==> src/rtl/ie_pkg.sv <==
package ie_pkg;
  localparam int DATA_W      = 8;
  localparam int ADDR_W      = 16;
  localparam int FRAME_BYTES = 7;
  localparam int IDX_W       = $clog2(FRAME_BYTES);

  typedef enum logic [2:0] {
    S_IDLE, S_PUSH, S_WAIT, S_SLEEP, S_VHI, S_VLO, S_FIN
  } st_t;

  typedef enum logic [1:0] {
    MODE_IDLE, MODE_WAIT, MODE_SLEEP, MODE_BUSY
  } mode_t;

  typedef enum logic [2:0] {
    ACT_NONE, ACT_IRQ, ACT_SWI, ACT_WAIT, ACT_SLEEP, ACT_RES_W, ACT_RES_S
  } act_t;

  // byte k of the machine frame, k = 0 is written first
  function automatic logic [DATA_W-1:0] frame_byte(
    input logic [IDX_W-1:0]  k,
    input logic [ADDR_W-1:0] pc,
    input logic [ADDR_W-1:0] x,
    input logic [DATA_W-1:0] a,
    input logic [DATA_W-1:0] b,
    input logic [DATA_W-1:0] cc);
    logic [DATA_W-1:0] r;
    case (k)
      3'd0:    r = pc[DATA_W-1:0];
      3'd1:    r = pc[ADDR_W-1:DATA_W];
      3'd2:    r = x[DATA_W-1:0];
      3'd3:    r = x[ADDR_W-1:DATA_W];
      3'd4:    r = a;
      3'd5:    r = b;
      default: r = cc;
    endcase
    return r;
  endfunction

  function automatic logic [DATA_W-1:0] set_mask(
    input logic [DATA_W-1:0] cc, input int bitpos);
    logic [DATA_W-1:0] m;
    m = '0;
    m[bitpos] = 1'b1;
    return cc | m;
  endfunction
endpackage

==> src/rtl/ie_arbiter.sv <==
module ie_arbiter
  import ie_pkg::*;
(
  input  mode_t mode,
  input  logic  irq_req,
  input  logic  live_mask,
  input  logic  held_mask,
  input  logic  swi_cmd,
  input  logic  wait_cmd,
  input  logic  sleep_cmd,
  output act_t  act
);
  logic irq_live_ok;
  logic irq_held_ok;

  assign irq_live_ok = irq_req && !live_mask;
  assign irq_held_ok = irq_req && !held_mask;

  always_comb begin
    act = ACT_NONE;
    unique case (mode)
      MODE_IDLE: begin
        if (irq_live_ok)    act = ACT_IRQ;
        else if (swi_cmd)   act = ACT_SWI;
        else if (wait_cmd)  act = ACT_WAIT;
        else if (sleep_cmd) act = ACT_SLEEP;
      end
      MODE_WAIT:  if (irq_held_ok) act = ACT_RES_W;
      MODE_SLEEP: if (irq_held_ok) act = ACT_RES_S;
      default:    act = ACT_NONE;
    endcase
  end
endmodule

==> src/rtl/ie_frame_mux.sv <==
module ie_frame_mux
  import ie_pkg::*;
(
  input  logic [IDX_W-1:0]  idx,
  input  logic [ADDR_W-1:0] pc,
  input  logic [ADDR_W-1:0] x,
  input  logic [DATA_W-1:0] a,
  input  logic [DATA_W-1:0] b,
  input  logic [DATA_W-1:0] cc,
  output logic [DATA_W-1:0] byte_o
);
  assign byte_o = frame_byte(idx, pc, x, a, b, cc);
endmodule

==> src/rtl/ie_entry_ctrl.sv <==
module ie_entry_ctrl
  import ie_pkg::*;
#(
  parameter int COST_W     = 5,
  parameter int COST_FULL  = 12,
  parameter int COST_WAIT  = 4,
  parameter int COST_SLEEP = 0,
  parameter int I_BIT      = 4,
  parameter logic [15:0] SWI_VEC = 16'hFFFA
) (
  input  logic              clk,
  input  logic              rst_n,
  input  logic              irq_req,
  input  logic [ADDR_W-1:0] irq_vec,
  input  logic              swi_cmd,
  input  logic              wait_cmd,
  input  logic              sleep_cmd,
  input  logic [ADDR_W-1:0] pc_in,
  input  logic [ADDR_W-1:0] x_in,
  input  logic [DATA_W-1:0] a_in,
  input  logic [DATA_W-1:0] b_in,
  input  logic [DATA_W-1:0] cc_in,
  input  logic [ADDR_W-1:0] sp_in,
  output logic              stk_we,
  output logic [ADDR_W-1:0] stk_addr,
  output logic [DATA_W-1:0] stk_wdata,
  output logic              vec_re,
  output logic [ADDR_W-1:0] vec_addr,
  input  logic [DATA_W-1:0] vec_rdata,
  output logic              stall,
  output logic              waiting,
  output logic              sleeping,
  output logic              done,
  output logic [ADDR_W-1:0] pc_out,
  output logic [DATA_W-1:0] cc_out,
  output logic [ADDR_W-1:0] sp_out,
  output logic [COST_W-1:0] cost
);
  localparam logic [IDX_W-1:0] LAST_IDX = IDX_W'(FRAME_BYTES - 1);

  st_t               st;
  act_t              act;
  mode_t             mode;
  logic [IDX_W-1:0]  idx;
  logic [ADDR_W-1:0] pc_r, x_r, sp_r, vec_r;
  logic [DATA_W-1:0] a_r, b_r, cc_r, hi_r;
  logic [COST_W-1:0] cost_r;
  logic              park_after;

  // named events for the checker
  logic take_stacked;
  logic take_resume;
  logic push_last;

  always_comb begin
    unique case (st)
      S_IDLE:  mode = MODE_IDLE;
      S_WAIT:  mode = MODE_WAIT;
      S_SLEEP: mode = MODE_SLEEP;
      default: mode = MODE_BUSY;
    endcase
  end

  ie_arbiter u_arb (
    .mode      (mode),
    .irq_req   (irq_req),
    .live_mask (cc_in[I_BIT]),
    .held_mask (cc_r[I_BIT]),
    .swi_cmd   (swi_cmd),
    .wait_cmd  (wait_cmd),
    .sleep_cmd (sleep_cmd),
    .act       (act)
  );

  ie_frame_mux u_mux (
    .idx    (idx),
    .pc     (pc_r),
    .x      (x_r),
    .a      (a_r),
    .b      (b_r),
    .cc     (cc_r),
    .byte_o (stk_wdata)
  );

  assign take_stacked = (act == ACT_IRQ) || (act == ACT_SWI) || (act == ACT_WAIT);
  assign take_resume  = (act == ACT_RES_W) || (act == ACT_RES_S);
  assign push_last    = (st == S_PUSH) && (idx == LAST_IDX);

  always_ff @(posedge clk) begin
    if (!rst_n) begin
      st         <= S_IDLE;
      idx        <= '0;
      pc_r       <= '0;
      x_r        <= '0;
      a_r        <= '0;
      b_r        <= '0;
      cc_r       <= '0;
      sp_r       <= '0;
      vec_r      <= '0;
      hi_r       <= '0;
      cost_r     <= '0;
      park_after <= 1'b0;
      waiting    <= 1'b0;
      sleeping   <= 1'b0;
      pc_out     <= '0;
      cc_out     <= '0;
    end else begin
      unique case (st)
        S_IDLE: begin
          if (take_stacked) begin
            pc_r       <= pc_in;
            x_r        <= x_in;
            a_r        <= a_in;
            b_r        <= b_in;
            cc_r       <= cc_in;
            sp_r       <= sp_in;
            idx        <= '0;
            park_after <= (act == ACT_WAIT);
            vec_r      <= (act == ACT_SWI) ? SWI_VEC : irq_vec;
            cost_r     <= COST_W'(COST_FULL);
            st         <= S_PUSH;
          end else if (act == ACT_SLEEP) begin
            cc_r     <= cc_in;
            sp_r     <= sp_in;
            sleeping <= 1'b1;
            st       <= S_SLEEP;
          end
        end
        S_PUSH: begin
          sp_r <= sp_r - 1'b1;
          idx  <= idx + 1'b1;
          if (push_last) begin
            if (park_after) begin
              waiting <= 1'b1;
              st      <= S_WAIT;
            end else begin
              st <= S_VHI;
            end
          end
        end
        S_WAIT, S_SLEEP: begin
          if (take_resume) begin
            waiting  <= 1'b0;
            sleeping <= 1'b0;
            vec_r    <= irq_vec;
            cost_r   <= (act == ACT_RES_W) ? COST_W'(COST_WAIT) : COST_W'(COST_SLEEP);
            st       <= S_VHI;
          end
        end
        S_VHI: begin
          hi_r <= vec_rdata;
          st   <= S_VLO;
        end
        S_VLO: begin
          pc_out <= {hi_r, vec_rdata};
          cc_out <= set_mask(cc_r, I_BIT);
          st     <= S_FIN;
        end
        default: st <= S_IDLE;
      endcase
    end
  end

  assign stk_we   = (st == S_PUSH);
  assign stk_addr = sp_r;
  assign vec_re   = (st == S_VHI) || (st == S_VLO);
  assign vec_addr = (st == S_VLO) ? vec_r + 1'b1 : vec_r;
  assign stall    = (st != S_IDLE);
  assign done     = (st == S_FIN);
  assign sp_out   = sp_r;
  assign cost     = cost_r;
endmodule

==> config.mk <==
export PLATFORM = sky130hd
export DESIGN_NAME = ie_entry_ctrl
export DESIGN_NICKNAME = d
export VERILOG_FILES = /design/src/rtl/ie_pkg.sv /design/src/rtl/ie_arbiter.sv /design/src/rtl/ie_frame_mux.sv /design/src/rtl/ie_entry_ctrl.sv
export SDC_FILE = /design/constraint.sdc
export NUM_CORES = 1
export LEC_CHECK = 0
export ABC_AREA = 1
export BUFFER_PORTS_ARGS = -buffer_cell sky130_fd_sc_hd__buf_4
export CORE_MARGIN = 4
export CORE_UTILIZATION = 50
export CTS_CLUSTER_DIAMETER = 40
export DETAILED_ROUTE_END_ITERATION = 6
export PLACE_DENSITY = 0.82
export SYNTH_ARGS = -nofsm -noshare
export SYNTH_HDL_FRONTEND = slang
export SYNTH_SLANG_ARGS = --single-unit
==> constraint.sdc <==
create_clock -name clk -period 2.8 [get_ports clk]
set_input_delay 0.14 -clock clk [delete_from_list [all_inputs] [get_ports clk]]
set_output_delay 0.14 -clock clk [all_outputs]
set_load 0.01 [all_outputs]
==> results of run 1 <==
[worst min-delay path: stages]
cell and delay [ps]:
buf_4 80, o21ai_0 80, nor2_1 80
[layer usage]
layer	track usage	wire [µm]	vias up
li1	-	-	3265
met1	0.2900	7420	2868
met2	0.4149	8578	260
met3	0.05800	1346	37
met4	0.08640	441	0
met5	0	0	-
[registers in the layout (all words and copies together) (netlist names), 3 cells and up]
| signal | cells |
|---|---|
| a_r | 8 |
| idx | 3 |
| x_r | 16 |
| cc_out | 8 |
| cc_r | 8 |
| b_r | 8 |
| pc_r | 16 |
| st | 3 |
| sp_out | 16 |
| vec_r | 16 |
| pc_out | 16 |
| hi_r | 8 |
[cell families (layout without fill, tap and decap cells)]
family / count (synthesis) / count (layout) / share of synthesized area
buffers and inverters: 132 / 341 / 0.1013
adder cells (fa/ha/maj): 7 / 7 / 0.01387
XOR/XNOR: 20 / 20 / 0.02775
other: 1 / 3 / 0.0005940
AND/OR/NAND/NOR: 440 / 440 / 0.3038
AO/OA/AOI/OAI: 160 / 160 / 0.1373
flip-flops: 131 / 131 / 0.4154
[area by class of cell]
cell class | count | area, µm² | share of cell area
multi-input combinational | 630 | 3059 | 0.3532
clock inverter | 15 | 170.2 | 0.01965
timing repair buffer | 240 | 1914 | 0.2210
clock buffer | 17 | 425.4 | 0.04912
inverter | 69 | 259.0 | 0.02990
sequential | 131 | 2623 | 0.3028
tap | 168 | 210.2 | 0.02427
[layout by cell type, fill, tap and decap left out, types with 2 or more instances in the layout]
cell             n
a21oi_1         57
a221oi_1         4
buf_4          199
bufinv_16        2
clkbuf_16       17
clkinv_2         2
clkinv_4         3
conb_1           3
dfxtp_1        131
dlygate4sd3_1   40
ha_1             7
inv_1           63
inv_2            6
inv_6            5
inv_8            2
nand2_1        184
nand2_2          3
nand2_4          4
nand3_1         42
nand3b_1        14
nand4_1         17
nor2_1         156
nor2_2           4
nor2_4           3
nor3_1           4
o211ai_1        14
o21ai_0         66
o21ai_1          9
o22ai_1          6
or2_2            4
xnor2_1          8
xor2_1          12
[how the worst min path moves through the flow]
stage / end / slack, ps / cells after the start
after detailed placement: b_r[4] / 380 / 3
after global placement: hi_r[4] / 380 / 3
after global routing: a_r[7] / 6 / 3
after floorplan: hi_r[0] / 270 / 2
final: a_r[7] / 10 / 3
after CTS: pc_r[11] / 0.1 / 3
[stage by stage]
stage / worst slack (ps) / instances
after floorplan: 806.6 / 893
after global placement: 618.8 / 1198
after detailed placement: 519.8 / 1198
after CTS: 280.9 / 1270
after global routing: 78.73 / 1270
final: 293.6 / 1270
[report_power, final]
part	internal [mW]	leakage (nW)	switching [mW]
registers	2.52	1.08	0.551
logic	1.63	2.73	2.39
clock network	1.34	0.293	0.902
==> flow_summary.toml, run 1 <==
[run_status]
outcome = "completed"

[yosys]
synth_commonest_cells = "184 x nand2_1, 156 x nor2_1, 131 x dfxtp_1"
synth_top_area_cell = "dfxtp_1"
yosys-top-cells-area = "dfxtp_1 42%, nand2_1 11%, nor2_1 9.3%"
ys_seq_elements = 131
syn_area_um2 = 6314
ys.flop_type = "dfxtp_1"
synthDistinctLibCells = 39
yosysTopAreaCellShare = 0.4154
synth.avg_cell_area_um2 = 7.086
synth.most_common_cell = "nand2_1"
synth_edf_count = 0
async_flop_share = 0
synth-warning-count = 0
synthesis.instances = 891
seq_area_frac_synth = 0.4154

[clocking]
numCtsBuffers = 17
cts_hold_buf = 40
clock_latency_ps = 410
cts_tree = "done"
root_buffer = "clkbuf_16"
cts.path.max_buffers = 2
clkSinkCount = 131
clk_pin_slew_ps = 60
post_cts_buffers = 0
cts_htree_levels = 4
cts_resized = 0

[sta]
rsz0062_at_grt = "no"
worstMarginPinSlew_ps = 557.7
fmax_mhz = 399.0
final.setup.tns_ps = 0
hold_viol = 0
slew_headroom = 0.6273
period_share = 0.8951
setup_viol = 0
fin_hold_ws_ps = 10.64
slew_violations = 0
finalCriticalPeriod_ps = 2506
clock_skew_ps = 9.657

[layout]
antenna_cells = 0
final_area_um2 = 8661
drive_gt1_frac = 0.2350
area_growth_pct = 37.18
postLayoutCoreUtil = 0.7121
fillers = 1011
finish.net_count = 1198

[placed_design]
placedInstanceArea_um2 = 7665
hpwl_um = 11970
place.gp.congestion = 0.8518
io_buffers = 189

[die]
ios = 193
initial_core_util = 0.5191
core_um2 = 12160
die_area_um2 = 14490
die_y_um = 120.4
rows = 40
die_w_um = 120.4

[global_route]
antenna_found_initial = 0
grt_util_all_layers = 0.2400
grt_max_degree = 60
grt_pass1_vias = 6055
grt_remaining_overflow = 0
grt_pass1_wl_um = 28520

[setup_path]
crit_cells = 11
cp_top_family = "simple AND/OR/NAND/NOR gates"
r2r-start = "st[1]"
cp_common_cell = "nor2_4"
timing.rr.end = "x_r[1]"
worst-path-max-fanout = 27
reg2reg_depth = 11
crit_path_end = "vec_addr[15]"
end_kind = "primary output"
worstPathArrival_ps = 2370
startpoint = "st[2]"
reg2reg_slack_ps = 450
critical-path-max-stage-delay_ps = 450
path_class = "reg -> out"
cp-start-kind = "flop"
crit_chain = "inv_2 -> nor2_4 -> nand2_4 -> nor2_4 -> nand2_2 -> nor2_2 -> nand2_1 -> nor3_1 -> and2_1 -> nor2_1 -> buf_4"
slowest_stage = "dfxtp_1"
required_ps = 2660
path_buf_inv = 2

[min_path]
min_from = "a_in[7]"
min_path_type = "in -> reg"

[detailed_routing]
antenna_left = 0
drt-initial-drc-count = 517
drcViolationCount = 0
vias = 6430
vias_per_cell = 5.063
wirelength_um = 17790
routedWlPerCell_um = 14.00
drt-pass1-iter-count = 5

[power_and_ir_drop]
power_leakage_nw = 4.102
powerDensity_nw_per_um2 = 1078
finalPower_mw = 9.339
ir_worst_vdd_v = 0.0005580

[job]
max-cap-violations = 0
(Power assumes the default switching activity.)
==> inputs of run 2 (changes only) <==
==> constraint.sdc (replaced) <==
create_clock -name clk -period 2.35 [get_ports clk]
set_input_delay 0.1175 -clock clk [delete_from_list [all_inputs] [get_ports clk]]
set_output_delay 0.1175 -clock clk [all_outputs]
set_load 0.01 [all_outputs]
==> flow_summary.toml, run 2 (synthesis results as in run 1) <==
[placed_design]
placed_cells = 1199
hpwl_um = 12370
placedInstanceArea_um2 = 7672
post-place-ws_ps = -61.54
place.gp.congestion = 0.8740
io_buffers = 189

[die]
initial_core_util = 0.5191
die_w_um = 120.4
die_area_um2 = 14490
rows = 40
core_um2 = 12160
ios = 193
die_y_um = 120.4

[min_path]
min_from = "a_in[1]"
min_path_type = "in -> reg"
holdPathStages = 3
holdPathEnd = "a_r[1]"

[setup_path]
worst-path-max-fanout = 14
end_kind = "primary output"
path_class = "reg -> out"
r2r-start = "st[0]"
reg2reg_slack_ps = 330
worstPathArrival_ps = 2090
timing.rr.end = "x_r[6]"
cp-start-kind = "flop"
reg2reg_depth = 10
required_ps = 2230

[clocking]
clock_latency_ps = 420
cts.path.max_buffers = 2
clkSinkCount = 131
cts_htree_levels = 4
clk_pin_slew_ps = 60
cts_tree = "done"
root_buffer = "clkbuf_16"
numCtsBuffers = 17

[sta]
final.setup.tns_ps = 0
slew_violations = 0
clock_skew_ps = 7.653
setup_viol = 0
fin_ws_ps = 139.5
slew_headroom = 0.6279
finalCriticalPeriod_ps = 2211
hold_viol = 0
period_share = 0.9406
worstMarginPinSlew_ps = 556.8
fmax_mhz = 452.4

[detailed_routing]
vias_per_cell = 5.191
vias = 6717
routedWlPerCell_um = 14.84
antenna_left = 0
drt-pass1-iter-count = 6
drt-initial-drc-count = 569
wirelength_um = 19210
drcViolationCount = 0

[layout]
drive_gt1_frac = 0.2469
final_area_um2 = 8914
fin_cells = 1294
finish.net_count = 1222
final_common_cell = "buf_4"
antenna_cells = 0
fillers = 943
area_growth_pct = 41.18
layout_common_cells = "205 x buf_4, 183 x nand2_1, 153 x nor2_1"

[global_route]
antenna_found_initial = 0
grt_pass1_wl_um = 30820
grt_remaining_overflow = 0
grt_pass1_vias = 6530
grt_util_all_layers = 0.2628
grt_max_degree = 49

[job]
max-cap-violations = 0

[run_status]
outcome = "completed"

[power_and_ir_drop]
power_leakage_nw = 4.190
ir_worst_vdd_v = 0.0006965
finalPower_mw = 11.22
powerDensity_nw_per_um2 = 1259
run 2: cell types whose count changed in the layout (fill, tap and decap cells not counted), moves of 3 or more:
cell | before | now
nor2_1 | 156 | 153
clkinv_2 | 2 | 6
buf_4 | 199 | 205
dlygate4sd3_1 | 40 | 57
nor2_2 | 4 | 7
inv_6 | 5 | 1
run 2: through the flow:
stage | hold WS [ps] | utilization
3_3_place_gp | 354.6 | 0.6309
3_5_place_dp | 361.1 | 0.6309
2_1_floorplan | 252.4 | -
5_1_grt | 8.201 | 0.7329
6_report | 6.984 | 0.7329
4_1_cts | 1.459 | 0.7278
run 2: routing by layer:
| layer | part of all wire | track usage | vias up |
|---|---|---|---|
| met5 | 0 | 0 | - |
| met4 | 0.038 | 0.1381 | 0 |
| met3 | 0.075 | 0.07343 | 62 |
| met2 | 0.48 | 0.4338 | 293 |
| met1 | 0.41 | 0.3106 | 3043 |
| li1 | - | - | 3319 |
run 2: how the worst max path moves through the flow:
stage / endpoint / from / cells after the start
after floorplan: stk_wdata[4] / idx[0] / 6
after global placement: stk_wdata[5] / idx[0] / 8
after detailed placement: stk_wdata[4] / idx[0] / 8
after CTS: vec_addr[15] / st[0] / 9
after global routing: stk_wdata[4] / idx[0] / 9
final: vec_addr[14] / st[2] / 10
run 2: report_power, final:
| group | internal [mW] | switching, mW | total, mW |
|---|---|---|---|
| sequential | 3.01 | 0.718 | 3.73 |
| combinational | 2.03 | 2.97 | 5.00 |
| clock | 1.50 | 0.991 | 2.49 |
| total | 6.55 | 4.68 | 11.2 |
run 2: final cells by class:
cell class,instances,area (µm²),share of cell area
Tap cell,168,210.2,0.02358
Inverter,69,259.0,0.02906
Timing Repair Buffer,263,2130,0.2389
Sequential cell,131,2628,0.2948
Clock inverter,13,108.9,0.01221
Multi-Input combinational cell,631,3126,0.3506
Clock buffer,19,452.9,0.05081
run 2: repair_timing:
item                       CTS  global route
gates cloned                 1             0
setup buffers                1             4
pin swaps                    1             3
hold endpoints to repair    65             0
setup endpoints to repair   14            34
gates resized for setup      5            10
hold buffers                57             0
run 2: worst max-delay path, stage by stage (launching register included):
cell     delay (ps)
dfxtp_4         380
inv_2            80
nor2_4          150
nand2_8         130
inv_2            80
nand4_1         130
nor2_2          200
nand2_1         100
nor2_1          130
xor2_1          160
buf_4           140
==> inputs of run 3 (changes only) <==
--- a/config.mk
+++ b/config.mk
@@ -7,11 +7,12 @@
 export LEC_CHECK = 0
 export ABC_AREA = 1
 export BUFFER_PORTS_ARGS = -buffer_cell sky130_fd_sc_hd__buf_4
+export CORE_ASPECT_RATIO = 1.4
 export CORE_MARGIN = 4
 export CORE_UTILIZATION = 50
 export CTS_CLUSTER_DIAMETER = 40
 export DETAILED_ROUTE_END_ITERATION = 6
-export PLACE_DENSITY = 0.82
+export PLACE_DENSITY = 0.87
 export SYNTH_ARGS = -nofsm -noshare
 export SYNTH_HDL_FRONTEND = slang
 export SYNTH_SLANG_ARGS = --single-unit
==> constraint.sdc (replaced) <==
create_clock -name clk -period 2.36 [get_ports clk]
set_input_delay 0.118 -clock clk [delete_from_list [all_inputs] [get_ports clk]]
set_output_delay 0.118 -clock clk [all_outputs]
set_load 0.01 [all_outputs]
==> flow_summary.toml, run 3 (synthesis results as in run 1) <==
[placed_design]
hpwl_um = 12690
post-place-ws_ps = -36.74
place.gp.congestion = 1.006
io_buffers = 189
placedInstanceArea_um2 = 7652
placed_cells = 1183

[power_and_ir_drop]
seqPwrFrac = 0.322
ir_worst_vdd_v = 0.0008474
power_leakage_nw = 4.236
power_frac_clock = 0.247
p_switching_mw = 4.675
pwr-share-comb = 0.431
p_int_mw = 6.804
powerDensity_nw_per_um2 = 1277
sw_frac_of_total = 0.4073

[layout]
area_growth_pct = 42.37
finish.net_count = 1225
final_area_um2 = 8989
layout_common_cells = "205 x buf_4, 183 x nand2_1, 155 x nor2_1"
multi_input_area_um2 = 3127
fillers = 912
drive_gt1_frac = 0.2445
fin_cells = 1279
antenna_cells = 0
final_common_cell = "buf_4"
regArea_um2 = 2628

[global_route]
antenna_found_initial = 0
grt_pass1_wl_um = 30450
grt_remaining_overflow = 0
grt_max_degree = 44
grt_pass1_vias = 6454
grt_util_all_layers = 0.2636

[detailed_routing]
vias = 6811
drcViolationCount = 0
wirelength_um = 19720
vias_per_cell = 5.325
drt-pass1-iter-count = 5
routedWlPerCell_um = 15.42
drt-initial-drc-count = 398
antenna_left = 0

[die]
core_um2 = 12370
die_area_um2 = 14510
rows = 48
ios = 193
initial_core_util = 0.5103
die_w_um = 103.0
die_y_um = 141.0

[setup_path]
required_ps = 2240
timing.rr.end = "x_r[10]"
cp-start-kind = "flop"
reg2reg_depth = 12
path_class = "reg -> out"
reg2reg_slack_ps = 300
worstPathArrival_ps = 2150
end_kind = "primary output"
r2r-start = "st[0]"
worst-path-max-fanout = 8

[sta]
period_share = 0.9605
slew_violations = 0
clock_skew_ps = 8.979
fin_ws_ps = 93.30
worstMarginPinSlew_ps = 562.8
finalCriticalPeriod_ps = 2267
final.setup.tns_ps = 0
hold_viol = 0
fin_hold_ws_ps = 11.45
setup_viol = 0
fmax_mhz = 441.2
slew_headroom = 0.6239

[min_path]
min_path_type = "in -> reg"
holdPathEnd = "a_r[0]"
holdPathStages = 3
min_from = "a_in[0]"

[clocking]
cts_tree = "done"
numCtsBuffers = 17
clkSinkCount = 131
root_buffer = "clkbuf_16"
clk_pin_slew_ps = 60
clock_latency_ps = 410
cts_htree_levels = 4
cts.path.max_buffers = 2

[run_status]
outcome = "completed"

[job]
max-cap-violations = 0
run 3: repair_timing:
item                       in CTS  in global routing
gates cloned                    0                  1
setup endpoints to repair      15                 14
gates resized for setup         8                  7
setup buffers                   0                  3
pin swaps                       0                  3
hold endpoints to repair       67                  1
hold buffers                   59                  1
run 3: per-stage QoR:
stage / util / total power, mW
after detailed placement: 0.6185 / 8.390
after CTS: 0.7214 / 11.37
after floorplan: - / 7.004
final: 0.7265 / 11.48
after global routing: 0.7265 / 12.28
after global placement: 0.6185 / 8.262
run 3: layer usage:
layer,global-route usage,share of wire
met4,0.1323,0.038
met2,0.4691,0.53
met5,0,0
met3,0.05149,0.062
met1,0.2900,0.38
run 3: final cells by class:
class                      instances  share of cell area
multi-input combinational        631              0.3479
clock buffer                      19             0.04928
tap                              150             0.02088
clock inverter                    13             0.02158
timing repair buffer             266              0.2393
sequential                       131              0.2923
inverter                          69             0.02881
run 3: how the worst max path moves through the flow:
stage                 from           end  slack [ps]
floorplan           idx[0]  stk_wdata[4]         390
global placement    idx[0]  stk_wdata[5]          80
detailed placement  idx[0]  stk_wdata[1]         -40
CTS                  st[2]  vec_addr[13]          20
global route         st[2]  vec_addr[13]         -50
finish              idx[0]  stk_wdata[0]          90
run 3: power by group through the flow:
stage	combinational [mW]	clock, mW	sequential (mW)
6_report	4.95	2.84	3.69
5_1_grt	5.53	2.96	3.79
4_1_cts	4.85	2.87	3.65
3_5_place_dp	4.71	0	3.68
3_3_place_gp	4.60	0	3.66
2_1_floorplan	3.42	0	3.58
run 3: critical path: stages, from the launching register on:
cell and delay (ps):
dfxtp_1 350, ha_1 230, ha_1 220, buf_4 190, a221oi_1 400, nand4_1 160
buf_4 180
